File: src/rtl/uart_databuf_pkg.sv
package uart_databuf_pkg;

    typedef enum logic {
        HOLD_EMPTY,
        HOLD_FULL
    } hold_state_e;

    typedef enum logic [1:0] {
        RXQ_EMPTY,
        RXQ_ONE,
        RXQ_TWO
    } rxq_state_e;

    typedef enum logic {
        TXC_CLEAR,
        TXC_SET
    } txc_state_e;

endpackage

File: src/rtl/udb_char_mask.sv
module udb_char_mask #(
    parameter int DATA_W   = 8,
    parameter int SEL_W    = 2,
    parameter int MIN_CHAR = 5
) (
    input  logic [DATA_W-1:0] din,
    input  logic [SEL_W-1:0]  sel,
    output logic [DATA_W-1:0] dout
);

    // Bit b survives when the chosen width (MIN_CHAR + sel) exceeds b.
    for (genvar b = 0; b < DATA_W; b++) begin : g_bit
        if (b < MIN_CHAR) begin : g_always
            assign dout[b] = din[b];
        end else begin : g_sized
            assign dout[b] = din[b] & (int'(sel) > (b - MIN_CHAR));
        end
    end

endmodule

File: src/rtl/udb_tx_hold.sv
module udb_tx_hold
    import uart_databuf_pkg::*;
#(
    parameter int DATA_W = 8
) (
    input  logic              clk,
    input  logic              rst_n,
    input  logic              wr,
    input  logic [DATA_W-1:0] wdata,
    input  logic              tx_en,
    input  logic              tx_ready,
    output logic              tx_valid,
    output logic [DATA_W-1:0] tx_data,
    output logic              empty
);

    hold_state_e       state_q, state_d;
    logic [DATA_W-1:0] data_q;
    logic              load;

    always_comb begin
        state_d = state_q;
        load    = 1'b0;
        unique case (state_q)
            HOLD_EMPTY: begin
                if (wr) begin
                    state_d = HOLD_FULL;
                    load    = 1'b1;
                end
            end
            HOLD_FULL: begin
                if (tx_en && tx_ready) begin
                    state_d = HOLD_EMPTY;
                end
            end
            default: state_d = HOLD_EMPTY;
        endcase
    end

    always_ff @(posedge clk) begin
        if (!rst_n) begin
            state_q <= HOLD_EMPTY;
        end else begin
            state_q <= state_d;
        end
    end

    always_ff @(posedge clk) begin
        if (!rst_n) begin
            data_q <= '0;
        end else if (load) begin
            data_q <= wdata;
        end
    end

    always_comb begin
        tx_valid = 1'b0;
        empty    = 1'b0;
        unique case (state_q)
            HOLD_EMPTY: empty    = 1'b1;
            HOLD_FULL:  tx_valid = tx_en;
            default:    empty    = 1'b1;
        endcase
    end

    assign tx_data = data_q;

    assert_write_fills_R1: assert property (@(posedge clk) disable iff (!rst_n)
        (empty && wr) |=> (!empty && tx_data == $past(wdata)));

    assert_drop_when_full_R2: assert property (@(posedge clk) disable iff (!rst_n)
        (!empty && wr) |=> $stable(data_q));

    assert_handoff_empties_R3: assert property (@(posedge clk) disable iff (!rst_n)
        (tx_valid && tx_ready) |=> empty);

endmodule

File: src/rtl/udb_rx_fifo.sv
module udb_rx_fifo
    import uart_databuf_pkg::*;
#(
    parameter int DATA_W = 8
) (
    input  logic              clk,
    input  logic              rst_n,
    input  logic              enable,
    input  logic              push,
    input  logic [DATA_W-1:0] push_data,
    input  logic              pop,
    output logic [DATA_W-1:0] head,
    output logic              nonempty,
    output logic              overrun
);

    rxq_state_e        state_q, state_d;
    logic [DATA_W-1:0] slot0_q, slot1_q;
    logic              ovr_q;
    logic              push_ok, pop_ok;
    logic              ld0, ld1, shift, drop;

    assign push_ok = enable && push;
    assign pop_ok  = enable && pop;

    always_comb begin
        state_d = state_q;
        ld0     = 1'b0;
        ld1     = 1'b0;
        shift   = 1'b0;
        drop    = 1'b0;
        if (!enable) begin
            state_d = RXQ_EMPTY;
        end else begin
            unique case (state_q)
                RXQ_EMPTY: begin
                    if (push_ok) begin
                        state_d = RXQ_ONE;
                        ld0     = 1'b1;
                    end
                end
                RXQ_ONE: begin
                    if (push_ok && pop_ok) begin
                        ld0 = 1'b1;
                    end else if (push_ok) begin
                        state_d = RXQ_TWO;
                        ld1     = 1'b1;
                    end else if (pop_ok) begin
                        state_d = RXQ_EMPTY;
                    end
                end
                RXQ_TWO: begin
                    if (push_ok && pop_ok) begin
                        shift = 1'b1;
                        ld1   = 1'b1;
                    end else if (pop_ok) begin
                        shift   = 1'b1;
                        state_d = RXQ_ONE;
                    end else if (push_ok) begin
                        drop = 1'b1;
                    end
                end
                default: state_d = RXQ_EMPTY;
            endcase
        end
    end

    always_ff @(posedge clk) begin
        if (!rst_n) begin
            state_q <= RXQ_EMPTY;
        end else begin
            state_q <= state_d;
        end
    end

    always_ff @(posedge clk) begin
        if (!rst_n) begin
            slot0_q <= '0;
            slot1_q <= '0;
        end else begin
            if (shift) begin
                slot0_q <= slot1_q;
            end else if (ld0) begin
                slot0_q <= push_data;
            end
            if (ld1) begin
                slot1_q <= push_data;
            end
        end
    end

    always_ff @(posedge clk) begin
        if (!rst_n) begin
            ovr_q <= 1'b0;
        end else if (!enable) begin
            ovr_q <= 1'b0;
        end else if (drop) begin
            ovr_q <= 1'b1;
        end else if (pop_ok) begin
            ovr_q <= 1'b0;
        end
    end

    always_comb begin
        head     = '0;
        nonempty = 1'b0;
        unique case (state_q)
            RXQ_EMPTY: nonempty = 1'b0;
            RXQ_ONE, RXQ_TWO: begin
                head     = slot0_q;
                nonempty = 1'b1;
            end
            default: nonempty = 1'b0;
        endcase
    end

    assign overrun = ovr_q;

    assert_order_kept_R7: assert property (@(posedge clk) disable iff (!rst_n)
        (enable && state_q == RXQ_TWO && pop && !push) |=> (head == $past(slot1_q)));

    assert_drop_sets_ovr_R8: assert property (@(posedge clk) disable iff (!rst_n)
        (enable && push && !pop && state_q == RXQ_TWO)
        |=> (overrun && state_q == RXQ_TWO && $stable(slot1_q)));

    assert_read_clears_ovr_R8: assert property (@(posedge clk) disable iff (!rst_n)
        (enable && pop) |=> !overrun);

    assert_flush_on_disable_R9: assert property (@(posedge clk) disable iff (!rst_n)
        !enable |=> (!nonempty && !overrun));

endmodule

File: src/rtl/udb_txc_flag.sv
module udb_txc_flag
    import uart_databuf_pkg::*;
(
    input  logic clk,
    input  logic rst_n,
    input  logic frame_done,
    input  logic hold_empty,
    input  logic ack,
    input  logic clr,
    output logic flag
);

    txc_state_e state_q, state_d;
    logic       set_evt;

    assign set_evt = frame_done && hold_empty;

    always_comb begin
        state_d = state_q;
        unique case (state_q)
            TXC_CLEAR: if (set_evt) state_d = TXC_SET;
            TXC_SET:   if ((ack || clr) && !set_evt) state_d = TXC_CLEAR;
            default:   state_d = TXC_CLEAR;
        endcase
    end

    always_ff @(posedge clk) begin
        if (!rst_n) begin
            state_q <= TXC_CLEAR;
        end else begin
            state_q <= state_d;
        end
    end

    always_comb begin
        unique case (state_q)
            TXC_SET: flag = 1'b1;
            default: flag = 1'b0;
        endcase
    end

    assert_set_on_done_R4: assert property (@(posedge clk) disable iff (!rst_n)
        (frame_done && hold_empty) |=> flag);

    assert_no_set_while_held_R4: assert property (@(posedge clk) disable iff (!rst_n)
        (!flag && !hold_empty) |=> !flag);

    assert_clear_R5: assert property (@(posedge clk) disable iff (!rst_n)
        (flag && (ack || clr) && !(frame_done && hold_empty)) |=> !flag);

endmodule

File: src/rtl/uart_databuf.sv
module uart_databuf #(
    parameter int DATA_W   = 8,
    parameter int SEL_W    = 2,
    parameter int MIN_CHAR = 5
) (
    input  logic              clk,
    input  logic              rst_n,
    input  logic [SEL_W-1:0]  char_sel,
    input  logic              bus_wr,
    input  logic [DATA_W-1:0] bus_wdata,
    input  logic              bus_rd,
    output logic [DATA_W-1:0] bus_rdata,
    input  logic              tx_en,
    output logic              tx_valid,
    input  logic              tx_ready,
    output logic [DATA_W-1:0] tx_data,
    input  logic              tx_frame_done,
    input  logic              txc_ack,
    input  logic              txc_clr,
    input  logic              rx_en,
    input  logic              rx_strobe,
    input  logic [DATA_W-1:0] rx_byte,
    output logic              flag_rxc,
    output logic              flag_txc,
    output logic              flag_dre,
    output logic              flag_ovr
);

    logic [DATA_W-1:0] wdata_sized;
    logic [DATA_W-1:0] rx_sized;
    logic              hold_empty;

    udb_char_mask #(.DATA_W(DATA_W), .SEL_W(SEL_W), .MIN_CHAR(MIN_CHAR)) u_tx_mask (
        .din  (bus_wdata),
        .sel  (char_sel),
        .dout (wdata_sized)
    );

    udb_char_mask #(.DATA_W(DATA_W), .SEL_W(SEL_W), .MIN_CHAR(MIN_CHAR)) u_rx_mask (
        .din  (rx_byte),
        .sel  (char_sel),
        .dout (rx_sized)
    );

    udb_tx_hold #(.DATA_W(DATA_W)) u_tx_hold (
        .clk      (clk),
        .rst_n    (rst_n),
        .wr       (bus_wr),
        .wdata    (wdata_sized),
        .tx_en    (tx_en),
        .tx_ready (tx_ready),
        .tx_valid (tx_valid),
        .tx_data  (tx_data),
        .empty    (hold_empty)
    );

    udb_rx_fifo #(.DATA_W(DATA_W)) u_rx_fifo (
        .clk       (clk),
        .rst_n     (rst_n),
        .enable    (rx_en),
        .push      (rx_strobe),
        .push_data (rx_sized),
        .pop       (bus_rd),
        .head      (bus_rdata),
        .nonempty  (flag_rxc),
        .overrun   (flag_ovr)
    );

    udb_txc_flag u_txc_flag (
        .clk        (clk),
        .rst_n      (rst_n),
        .frame_done (tx_frame_done),
        .hold_empty (hold_empty),
        .ack        (txc_ack),
        .clr        (txc_clr),
        .flag       (flag_txc)
    );

    assign flag_dre = hold_empty;

    assert_empty_read_zero_R11: assert property (@(posedge clk) disable iff (!rst_n)
        !flag_rxc |-> (bus_rdata == '0));

    assert_valid_needs_enable_R3: assert property (@(posedge clk) disable iff (!rst_n)
        (!tx_en && !flag_dre) |=> !flag_dre || $past(tx_en));

endmodule

File: config.mk
export PLATFORM = sky130hd
export DESIGN_NAME = uart_databuf
export DESIGN_NICKNAME = d
export VERILOG_FILES = /design/src/rtl/uart_databuf_pkg.sv /design/src/rtl/udb_char_mask.sv /design/src/rtl/udb_tx_hold.sv /design/src/rtl/udb_rx_fifo.sv /design/src/rtl/udb_txc_flag.sv /design/src/rtl/uart_databuf.sv
export SDC_FILE = /design/constraint.sdc
export NUM_CORES = 1
export LEC_CHECK = 0
export BUFFER_PORTS_ARGS = -buffer_cell sky130_fd_sc_hd__buf_2
export CAP_MARGIN = 5
export CELL_PAD_IN_SITES_DETAIL_PLACEMENT = 1
export CELL_PAD_IN_SITES_GLOBAL_PLACEMENT = 1
export CORE_UTILIZATION = 35
export DETAILED_ROUTE_END_ITERATION = 8
export GPL_ROUTABILITY_DRIVEN = 0
export PLACE_DENSITY = 0.9
export SLEW_MARGIN = 15
export SYNTH_ARGS = -nofsm -noshare
export SYNTH_HDL_FRONTEND = slang
export SYNTH_SLANG_ARGS = --single-unit
File: constraint.sdc
create_clock -name clk -period 2.3 [get_ports clk]
set_clock_uncertainty 0.05 [all_clocks]
set_input_delay 0.46 -clock clk [delete_from_list [all_inputs] [get_ports clk]]
set_output_delay 0.46 -clock clk [all_outputs]
set_load 0.005 [all_outputs]
==> metrics.txt <==
outcome finished clean; Max Buffers Root-to-Sink 2; Root Driver clkbuf_8; crit end category output pin; initial core utilization 0.3743; Comb power frac 0.132; Die H around 65 um; critical path peak fanout 10; global route overflow 0; part of the Yosys area used for sequential elements 0.4143; beginning of the worst hold path tx_ready; crit path cell chain inv_1 > ha_1 > and2_1 > buf_2; post-synthesis register bit count 29; Most used DFF post-synth dfxtp_1; routed wire length 3.425 mm; Mapped Avg Cell Area slightly below 9 um^2; final setup vio count 0; Critical Path Slowest Stage Cell dfxtp_1; setup slack, reg-to-reg 0.43 ns; Synth Area in Compound Gates 0.2134; Int Power approximately 800 uW; Post-CTS Resized 0; post-synthesis simple-gate area fraction 0.1893; Synth-to-Final Area Change 24.73%; Clock power frac 0.372; CTS HTree Levels 2; Slew @ Worst Pin 0.5393 ns; vias in the first global route between 1,000 and 1,500; IO Port Bufs 49; Top-Level Pins 50; RSZ-0062 raised after global routing no; hold endpoint u_tx_hold.state_q; Async SR Flop Fraction 0; multiplexer share of the synthesized area 0.09286; Peak supply drop roughly 380 uV; R2R Path Start u_rx_fifo.state_q[0]; Syn. warnings 0; CTS Sinks 29; Fmax ~500 MHz; Final Slew Violations 0; WP data arrival 1.49 ns; via count about 1,300; first-pass GRT wire length between 5 and 6 mm; Detail Route met3 WL about 180 um; Place WS slightly above 0.4 ns; PD cells approximately 600 mW/mm^2; Crit Path Category register to output pin; wl on met1 ~1.6 mm; FF-to-FF End u_rx_fifo.slot1_q[6]; DR vias/cell 4.969; setup TNS 0 ns; ANT nets after route 0; sequential cell fraction of total power 0.495; Post-Synth Adder-Cell Area 0.04464; die width about 65 um; Num CTS Buffers 5; switching share of power 0.2627; CTS clk-pin slew, worst paths 0.06 ns; final net count between 200 and 250; TritonCTS clock tree yes; Pre-antenna DRT Iters 3; Yosys cell types 30; Hold Fails Final Rpt 0; initial antenna violation count 0; R2R depth 6; Switch Pwr about 280 uW; Mapped Nets approximately 190; class of the worst hold path input pin to register; highest metal used met4; Worst Path Required between 1.5 and 2 ns; wire per inst 13.28 um; Lkg Pwr approximately 0.0008 uW; die area roughly 0.0043 mm^2; Std-Cell Core Area roughly 0.0037 mm^2; Initial DRC Count 33; final period utilization 0.8703; Synth Area in XOR/XNOR 0; minimum clock period 2.002 ns; Mapped Area between 0.001 and 0.0015 mm^2; max_cap viols 0; DRC 0; Clock Latency Late Sink ~0.28 ns; Tot GR Track Use 0.1869; n_diodes 0; Layout fillers between 400 and 500; DP HPWL about 2.6 mm; max_slew headroom 0.6302; main combinational cell family by area after synthesis compound AO/OA/AOI/OAI gates; Mapped Cells between 150 and 200; setup ws final ~0.30 ns; EDFF count, synth 0; largest net degree at the start of global routing 26; Max stage delay on crit path about 0.40 ns; row count 22; routed wl met2 approximately 1.6 mm; Post-CTS Hold Buffers 0; Post-CTS Setup Bufs 0; share of layout cells above drive strength 1 0.2857; Worst setup SP type register; worst hold path depth 2
[worst max-delay path: cells and delay by family, from the launching register on]
family	cells	cell delay [ns]
buffers and inverters	2	0.20
adder cells (fa/ha/maj)	1	0.40
AND/OR/NAND/NOR	1	0.21
flip-flops	1	0.40
[how the worst max path moves through the flow]
stage,cells past startpoint,startpoint,end
global route,4,u_rx_fifo.state_q[0],bus_rdata[2]
detailed placement,6,u_rx_fifo.state_q[0],u_rx_fifo.slot1_q[6]
global placement,6,u_rx_fifo.state_q[0],u_rx_fifo.slot1_q[7]
finish,4,u_rx_fifo.state_q[0],bus_rdata[4]
CTS,4,u_rx_fifo.state_q[0],bus_rdata[5]
floorplan,8,u_rx_fifo.state_q[0],u_rx_fifo.slot0_q[0]
[cells in the final DEF (no fill, tap or decap)]
master    count
inv_1         4
dfxtp_1      29
a311oi_1      8
clkbuf_8      5
a211o_1       1
a21o_1        1
buf_2        49
a22oi_1       1
and2_1       10
o21a_1        1
a22o_4        1
nand3_1       3
nand3_2       1
nor2_1        7
nand4_1       1
mux2i_1      13
buf_4         1
o21ai_0       7
nor2_4        1
clkbuf_1      1
nor2b_1       1
and3_1        1
o211ai_1      1
nand2b_1      2
ha_1          5
o31ai_1       1
clkinv_2      2
nand2_1      21
a21oi_1      26
nor3_1        3
or3_1         1
nand4b_1      1
[layer usage]
metal	track usage	up-vias
met3	0.07465	2
met5	0	-
li1	-	663
met1	0.2199	579
met4	0.08152	0
met2	0.2977	38
[cell usage after synthesis, types with 2 or more instances]
master / instances / share of area
buf_2: 3 / 0.011
nand2_1: 21 / 0.056
inv_1: 4 / 0.011
buf_6: 2 / 0.016
nor2_1: 7 / 0.019
and2_1: 10 / 0.045
a21oi_1: 26 / 0.093
dfxtp_1: 29 / 0.41
nand3_1: 3 / 0.011
nand2b_1: 2 / 0.0089
clkbuf_1: 3 / 0.0080
ha_1: 5 / 0.045
o21ai_0: 7 / 0.025
mux2i_1: 13 / 0.093
a311oi_1: 8 / 0.050
nor3_1: 3 / 0.011
[power groups by stage]
stage / registers [uW] / clock network (uW) / logic (uW)
final: 535 / 402 / 143
after global routing: 538 / 448 / 162
after CTS: 536 / 418 / 145
after detailed placement: 547 / 0 / 145
after global placement: 546 / 0 / 141
after floorplan: 545 / 0 / 87.7
[logic make-up after synthesis]
family	count (synthesis)
DFF	29
AOI/OAI and AO/OA	48
and+or+nand+nor	53
adders and majority gates	5
muxes	13
buffers and inverters	12
[area by class of cell]
type	instances	area (um^2)	area share
timing repair buffer	50	252.7	0.1446
multi-input combinational	119	757.0	0.4331
clock inverter	2	10.01	0.005727
sequential	29	580.6	0.3321
clock buffer	6	72.57	0.04152
tap	48	60.06	0.03436
inverter	4	15.01	0.008590
[flip-flops by register name, indices dropped and copies added (netlist names)]
signal / cells
u_rx_fifo.overrun: 1
u_rx_fifo.slot0_q: 8
u_tx_hold.state_q: 1
u_rx_fifo.slot1_q: 8
u_rx_fifo.state_q: 2
u_tx_hold.tx_data: 8
u_txc_flag.state_q: 1
[metrics by stage]
step | hold WS, ns | total power, uW | utilization | std cells | instance area, um^2
floorplan | 0.3983 | 632.9 | - | 160 | 1401
global placement | 0.3863 | 686.5 | 0.4449 | 250 | 1665
detailed placement | 0.3957 | 691.6 | 0.4449 | 250 | 1665
CTS | 0.2829 | 1099 | 0.4669 | 258 | 1748
global route | 0.2959 | 1148 | 0.4669 | 258 | 1748
finish | 0.2964 | 1081 | 0.4669 | 258 | 1748
Power figures use the tool's default switching activity.
